==> src/rtl/clkdiv_pkg.sv <==
package clkdiv_pkg;

  localparam int CNT_W     = 4;
  localparam int CH_STRIDE = 16;
  localparam int EN_BIT    = 0;
  localparam int SEL_BIT   = 1;
  localparam int DIV_LSB   = 4;
  localparam int CMP_LSB   = 8;

  typedef struct packed {
    logic             en;
    logic             sel;
    logic [CNT_W-1:0] div;
    logic [CNT_W-1:0] cmp;
  } chan_cfg_t;

  // Pull one channel's settings out of its slice of the configuration word.
  function automatic chan_cfg_t unpack_cfg(input logic [CH_STRIDE-1:0] f);
    chan_cfg_t c;
    c.en  = f[EN_BIT];
    c.sel = f[SEL_BIT];
    c.div = f[DIV_LSB +: CNT_W];
    c.cmp = f[CMP_LSB +: CNT_W];
    return c;
  endfunction

  // The period ends on the tick where the count equals the divide value.
  function automatic logic at_period_end(input logic [CNT_W-1:0] cnt,
                                         input logic [CNT_W-1:0] div);
    return cnt == div;
  endfunction

  function automatic logic [CNT_W-1:0] next_count(input logic [CNT_W-1:0] cnt,
                                                  input logic [CNT_W-1:0] div);
    return at_period_end(cnt, div) ? '0 : cnt + 1'b1;
  endfunction

  // The output is low for counts 0..cmp and high above cmp.
  function automatic logic phase_high(input logic [CNT_W-1:0] cnt,
                                      input logic [CNT_W-1:0] cmp);
    return cnt > cmp;
  endfunction

  function automatic int low_ticks(input int div, input int cmp);
    return (cmp >= div) ? div + 1 : cmp + 1;
  endfunction

  function automatic int high_ticks(input int div, input int cmp);
    return (cmp >= div) ? 0 : div - cmp;
  endfunction

endpackage

==> src/rtl/clkdiv_cfg_reg.sv <==
module clkdiv_cfg_reg
  import clkdiv_pkg::*;
#(
  parameter int NUM_CH = 2
) (
  input  logic                    clk,
  input  logic                    rst_n,
  input  logic                    wr_en,
  input  logic [31:0]             wr_data,
  output chan_cfg_t [NUM_CH-1:0]  cfg_o
);

  chan_cfg_t [NUM_CH-1:0] cfg_q;
  logic                   unused_wr_bits;

  // Only the meaningful fields are stored; the remaining bits are dropped.
  assign unused_wr_bits = ^wr_data;

  for (genvar c = 0; c < NUM_CH; c++) begin : g_field
    always_ff @(posedge clk) begin
      if (!rst_n) begin
        cfg_q[c] <= '0;
      end else if (wr_en) begin
        cfg_q[c] <= unpack_cfg(wr_data[c*CH_STRIDE +: CH_STRIDE]);
      end
    end
  end

  assign cfg_o = cfg_q;

endmodule

==> src/rtl/clkdiv_src_sel.sv <==
module clkdiv_src_sel (
  input  logic sel_i,
  input  logic src0_tick_i,
  input  logic src1_tick_i,
  output logic tick_o
);

  always_comb begin
    tick_o = sel_i ? src1_tick_i : src0_tick_i;
  end

endmodule

==> src/rtl/clkdiv_chan.sv <==
module clkdiv_chan
  import clkdiv_pkg::*;
(
  input  logic             clk,
  input  logic             rst_n,
  input  chan_cfg_t        cfg_i,
  input  logic             src0_tick_i,
  input  logic             src1_tick_i,
  output logic             clk_o,
  output logic             tick_o,
  output logic             wrap_o,
  output logic [CNT_W-1:0] cnt_o,
  output chan_cfg_t        act_o
);

  chan_cfg_t        act_q;
  logic [CNT_W-1:0] cnt_q;
  logic             tick;
  logic             running;
  logic             wrap;
  logic             load_act;

  // The source is taken from the active settings, so it only switches at a period end.
  clkdiv_src_sel u_sel (
    .sel_i       (act_q.sel),
    .src0_tick_i (src0_tick_i),
    .src1_tick_i (src1_tick_i),
    .tick_o      (tick)
  );

  assign running  = act_q.en && cfg_i.en;
  assign wrap     = running && tick && at_period_end(cnt_q, act_q.div);
  assign load_act = !act_q.en || !cfg_i.en || wrap;

  always_ff @(posedge clk) begin
    if (!rst_n) begin
      act_q <= '0;
      cnt_q <= '0;
    end else begin
      if (load_act) begin
        act_q <= cfg_i;
      end
      if (!running) begin
        cnt_q <= '0;
      end else if (tick) begin
        cnt_q <= next_count(cnt_q, act_q.div);
      end
    end
  end

  assign clk_o  = running && phase_high(cnt_q, act_q.cmp);
  assign tick_o = tick;
  assign wrap_o = wrap;
  assign cnt_o  = cnt_q;
  assign act_o  = act_q;

endmodule

==> src/rtl/clkdiv_duo.sv <==
module clkdiv_duo
  import clkdiv_pkg::*;
#(
  parameter int NUM_CH = 2
) (
  input  logic              clk,
  input  logic              rst_n,
  input  logic              src0_tick,
  input  logic              src1_tick,
  input  logic              cfg_we,
  input  logic [31:0]       cfg_wdata,
  output logic [NUM_CH-1:0] div_clk_o
);

  chan_cfg_t [NUM_CH-1:0] cfg;
  chan_cfg_t [NUM_CH-1:0] act;

  // Internal events brought out for the checker.
  logic [NUM_CH-1:0]            ch_reg_en;
  logic [NUM_CH-1:0]            ch_act_en;
  logic [NUM_CH-1:0]            ch_tick;
  logic [NUM_CH-1:0]            ch_wrap;
  logic [NUM_CH-1:0][CNT_W-1:0] ch_cnt;
  logic [NUM_CH-1:0][CNT_W-1:0] ch_act_div;
  logic [NUM_CH-1:0][CNT_W-1:0] ch_act_cmp;
  logic                         unused_act_sel;

  clkdiv_cfg_reg #(.NUM_CH(NUM_CH)) u_cfg (
    .clk     (clk),
    .rst_n   (rst_n),
    .wr_en   (cfg_we),
    .wr_data (cfg_wdata),
    .cfg_o   (cfg)
  );

  for (genvar c = 0; c < NUM_CH; c++) begin : g_ch
    clkdiv_chan u_chan (
      .clk         (clk),
      .rst_n       (rst_n),
      .cfg_i       (cfg[c]),
      .src0_tick_i (src0_tick),
      .src1_tick_i (src1_tick),
      .clk_o       (div_clk_o[c]),
      .tick_o      (ch_tick[c]),
      .wrap_o      (ch_wrap[c]),
      .cnt_o       (ch_cnt[c]),
      .act_o       (act[c])
    );
    assign ch_reg_en[c]  = cfg[c].en;
    assign ch_act_en[c]  = act[c].en;
    assign ch_act_div[c] = act[c].div;
    assign ch_act_cmp[c] = act[c].cmp;
  end

  always_comb begin
    unused_act_sel = 1'b0;
    for (int c = 0; c < NUM_CH; c++) begin
      unused_act_sel = unused_act_sel ^ act[c].sel;
    end
  end

endmodule

==> config.mk <==
export PLATFORM = sky130hd
export DESIGN_NAME = clkdiv_duo
export DESIGN_NICKNAME = d
export VERILOG_FILES = /design/src/rtl/clkdiv_pkg.sv /design/src/rtl/clkdiv_cfg_reg.sv /design/src/rtl/clkdiv_src_sel.sv /design/src/rtl/clkdiv_chan.sv /design/src/rtl/clkdiv_duo.sv
export SDC_FILE = /design/constraint.sdc
export NUM_CORES = 1
export LEC_CHECK = 0
export BUFFER_PORTS_ARGS = -buffer_cell sky130_fd_sc_hd__buf_2
export CORE_MARGIN = 10
export CORE_UTILIZATION = 50
export DETAILED_ROUTE_END_ITERATION = 10
export PLACE_DENSITY = 0.74
export SETUP_SLACK_MARGIN = 0.2
export SYNTH_ARGS = -nofsm -noshare
export SYNTH_HDL_FRONTEND = slang
export SYNTH_HIERARCHICAL = 1
export SYNTH_SLANG_ARGS = --single-unit
export TNS_END_PERCENT = 1
==> constraint.sdc <==
create_clock -name clk -period 1.31 [get_ports clk]
set_input_delay 0.0655 -clock clk [delete_from_list [all_inputs] [get_ports clk]]
set_output_delay 0.0655 -clock clk [all_outputs]
set_load 0.05 [all_outputs]
# ---- Word level (Yosys, flattened, before mapping)
# Index checks and enable logic that the tools add are counted.
dict set report totals {
  register_bits 48
  out_inout_bits 2
  elab_cells 46
}
dict set report op_classes {
  n_addsub 2
  n_lt_le_gt_ge 2
  n_eq_ne 2
  muxes 4
  reduce_logical 18
}
# cell n
set op_table {}
lappend op_table {{adder 4 x 1 -> 4 bit, second input constant} 2}
lappend op_table {{equality test 4 bit} 2}
lappend op_table {{> comparator 4 bit} 2}
lappend op_table {{logical AND 1 bit} 8}
lappend op_table {{2-to-1 mux 4 bit} 2}
lappend op_table {{logical NOT 1 bit} 4}
lappend op_table {{logical OR 1 bit} 4}
lappend op_table {{AND reduction 2 bit} 2}
lappend op_table {{2-to-1 mux 1 bit} 2}

# ---- Depth between registers and ports, before layout
dict set report depth {
  ltp_word 4
  mapped_depth 6
}

# ---- Modules after synthesis
# The synthesis kept the hierarchy.
# mod n_inst cells_per_inst area_per_inst_um2
set by_module_without_submodules {}
lappend by_module_without_submodules {clkdiv_chan 2 109 883.3}
lappend by_module_without_submodules {clkdiv_cfg_reg 1 64 755.7}
lappend by_module_without_submodules {clkdiv_src_sel 2 1 15.0}

# ---- Worst setup path before layout
# OpenSTA, ideal clock, no wires.
dict set report synth_timing {
  path_type {register -> register}
  startpoint {register g_ch[0].u_chan.act_q, in the netlist g_ch[0].u_chan/act_o[8]}
  endpoint {register g_ch[0].u_chan.act_q, in the netlist g_ch[0].u_chan/act_o[2]}
  arrival_ns 1.295
  required_ns 1.177
  setup_slack_ns -0.118
  path_stages_with_launch 7
  synth_period_minus_slack_ns 1.428
  path_cell_list {dfxtp_1 mux2_4 clkbuf_1 and2_1 clkbuf_1 nand3_1 o221ai_1}
}
dict set report synth_via {
  elab_chain_len 4
}
# element line
set synth_rtl {}
lappend synth_rtl {{start: declaration} clkdiv_chan.sv:16} ;# chan_cfg_t act_q;
lappend synth_rtl {{start signal: assignment} clkdiv_chan.sv:41} ;# act_q <= cfg_i;
lappend synth_rtl {{2-to-1 mux 1 bit} clkdiv_src_sel.sv:9} ;# tick_o = sel_i ? src1_tick_i : src0_tick_i;
lappend synth_rtl {{named net ch_tick[0]} clkdiv_duo.sv:21} ;# logic [NUM_CH-1:0] ch_tick;
lappend synth_rtl {{logical AND 1 bit (2 in a row)} clkdiv_chan.sv:32} ;# assign wrap = running && tick && at_period_end(cnt_q, act_q.div);
lappend synth_rtl {{logical OR 1 bit} clkdiv_chan.sv:33} ;# assign load_act = !act_q.en || !cfg_i.en || wrap;
# The timed path passes the listed nets, and every way through them passes these cells.
# A chain may end at the register's enable or synchronous reset.

# ---- Final worst setup path
dict set report layout_timing {
  startpoint {register g_ch[1].u_chan.cnt_q[2]}
  endpoint {output port div_clk_o[1]}
}
dict set report layout_via {
  elab_chain_len 2
}
# element line
set layout_rtl {}
lappend layout_rtl {{start: declaration} clkdiv_chan.sv:17} ;# logic [CNT_W-1:0] cnt_q;
lappend layout_rtl {{start signal: assignment} clkdiv_chan.sv:46} ;# cnt_q <= next_count(cnt_q, act_q.div);
lappend layout_rtl {{> comparator 4 bit} clkdiv_pkg.sv:41} ;# return cnt > cmp;
lappend layout_rtl {{logical AND 1 bit} clkdiv_chan.sv:51} ;# assign clk_o = running && phase_high(cnt_q, act_q.cmp);
lappend layout_rtl {{end: declaration} clkdiv_duo.sv:12} ;# output logic [NUM_CH-1:0] div_clk_o
# Every way passes these cells.

==> results by group <==
Clock tree
  • CTS Root Cell: clkbuf_8
  • H-tree depth: 2
  • Cts bufs inserted: 5
  • Clk slew on worst S/H paths: 0.10 ns
  • CTS Sinks: between 40 and 50
  • CTS tree: yes
  • Worst skew pair latency: 0.31 ns
  • Clk buf depth: 2
  • Cts hold-fix bufs: 0

Drt
  • DRT antenna net count: 0
  • Met3 routed WL: 229 um
  • Drt via density: 5.591
  • Max layer used: met4
  • Final WL: 6.309 mm
  • Met2 wire length: 2.909 mm
  • DRT Pass-1 Iters: 4
  • Initial DRC Count: 134
  • Routed len/inst: 15.73 um
  • Drt drc: 0
  • Total number of vias: around 2200
  • DRT met1 WL: 3.038 mm

Layout
  • Area grow syn2layout: 30.68%
  • Share of cells above drive strength 1: 36.23%
  • Net count, final: 380
  • Commonest cells after routing, fill and taps aside: dfxtp_1, buf_4, nand2_1, buf_2
  • Non-Filler Instances: 401
  • Antenna diodes: 0

Place
  • GPL Wtd Cong: approximately 0.8
  • DP HPWL: a little over 4 mm
  • Pre-CTS worst setup slack: -0.1523 ns
  • Port Buf Inserts: 26
  • Dpl cells: 392

GRT
  • Pin count of the biggest net entering global routing: 21
  • Initial antenna violation count: 0
  • Vias in the first global route: 2172
  • Grt ovf: 0
  • Overall routing resource usage: 14.95%
  • First-pass GRT wire length: 10.50 mm

Timing
  • Tcrit/Tclk final: 123.8%
  • Max-slew violation count: 0
  • Fmax: 0.6166 GHz
  • Clock skew: 0.005000 ns
  • Final worst slack: -0.3119 ns
  • # setup viols final: 28
  • RSZ-0062 raised after global routing: true
  • Slew margin rel.: 75.65%
  • Min Clock Period, post-route: ~1.6 ns
  • Tightest Pin Transition: 0.3625 ns
  • Hold Fails Final Rpt: 0

Power
  • Clk pwr share: between 40% and 50%
  • Combinational fraction of design power: 15.1%
  • Seq pwr share: about 44%
  • PD cells: 1087 nW/um^2
  • Pint: 2.754 mW
  • Leakage: ~1.3 nW
  • Switching part of the total: 23.81%
  • Peak VDD IR: 0.8371 mV
  • Switching power: 0.8604 mW

Critical path
  • Critical Path End Type: primary output
  • Max Fanout on Critical Path: 4
  • Max stage delay on crit path: 0.38 ns
  • WS Path Type: reg -> out
  • FF-to-FF End: g_ch[1].u_chan/cnt_o[3]
  • Worst Path Buf+Inv: 1
  • Worst EP arrival: 1.56 ns
  • CP Cell Sequence: ha_4 > a21oi_4 > o22ai_2 > o21a_2 > buf_8
  • Critical-path top delay cell: dfxtp_4
  • Reg2Reg Depth: 5
  • R2R Setup Slk: -0.19 ns
  • RR Startpoint: g_ch[1].u_chan/act_o[7]
  • Startpoint types: register
  • CP delay by family, top: compound AO/OA/AOI/OAI gates
  • Worst Path Required: approximately 1.2 ns

Floorplanning
  • Die Y: 91.35 um
  • Die X: 91.35 um
  • Row count: 25
  • Die area: 8344 sq um
  • Starting Density: 52.83%
  • Core area: 4817 sq um
  • I/O Pins: 39

Run status
  • Failing checks: negative setup slack
  • Status: complete, but fails checks

Yosys
  • Post-Syn Area: 2545 sq um
  • Syn Area/Cell: about 9.0 sq um
  • Gate Count Post-Synth: 282
  • Synth warnings: 6
  • Syn_nets: 329

Run
  • Max-cap violations: 0

Min path
  • Hold path startpoint: cfg_wdata[16]
  • Worst hold path depth: 3
  • Hold EP: u_cfg/cfg_o[19]
  • Hold WC Path Type: in -> reg
## routing by layer
metal  up-vias  track usage [%]
met5         -                0
met4         0            4.308
met3        14            4.115
met2        51            23.27
met1      1070            19.69
li1       1107                -
## worst max path at each step
stage,start,cells past startpoint,slack [ns],to
after CTS,g_ch[1].u_chan/cnt_o[0],5,-0.27,div_clk_o[1]
after detailed placement,g_ch[1].u_chan/cnt_o[0],5,-0.15,g_ch[1].u_chan/cnt_o[3]
final,g_ch[1].u_chan/cnt_o[2],5,-0.31,div_clk_o[1]
after global placement,g_ch[1].u_chan/cnt_o[3],5,-0.12,g_ch[1].u_chan/cnt_o[3]
after global routing,g_ch[1].u_chan/cnt_o[0],5,-0.37,div_clk_o[1]
after floorplan,g_ch[0].u_chan/act_o[8],6,-0.01,g_ch[0].u_chan/act_o[8]
## power groups by stage
stage                     Sequential (mW)  Combinational, mW  Clock, mW
final                                1.59              0.545       1.48
after global routing                 1.60              0.600       1.56
after CTS                            1.59              0.523       1.50
after detailed placement             1.62              0.497          0
after global placement               1.62              0.484          0
after floorplan                      1.60              0.378          0
## registers in the layout, indices dropped and copies added (netlist names)
register	flops
g_ch.u_chan/act_o	20
g_ch.u_chan/cnt_o	8
u_cfg/cfg_o	20
## tightest hold or removal path: stages
cell	delay (ns)
buf_2	0.07
mux2i_1	0.05
nor2b_1	0.09
## through the flow
step | util (%) | hold slack, ns | instance area [sq um] | power [mW] | TNS, ns
after floorplan | - | 0.1928 | 2658 | 1.983 | -0.1853
after global placement | 62.10 | 0.3199 | 2992 | 2.101 | -1.394
after detailed placement | 62.10 | 0.3285 | 2992 | 2.117 | -2.411
after CTS | 67.87 | 0.006401 | 3269 | 3.612 | -2.907
after global routing | 69.04 | 0.01817 | 3326 | 3.761 | -5.583
final | 69.04 | 0.006996 | 3326 | 3.614 | -3.227
## area by class of cell
type	count	area, sq um
inverters	12	45.04
well taps	67	83.83
clock buffers	5	68.82
flip-flops and latches	48	983.4
repair buffers	64	459.2
multi-input cells	202	1595
clock inverters	3	90.09
fillers	396	1491
## repair_timing
action,in CTS,in global routing
setup endpoints to repair,28,28
pin swaps,6,3
resized for setup,30,11
cloned,0,0
setup buffers,1,0
(Power assumes the default switching activity.)
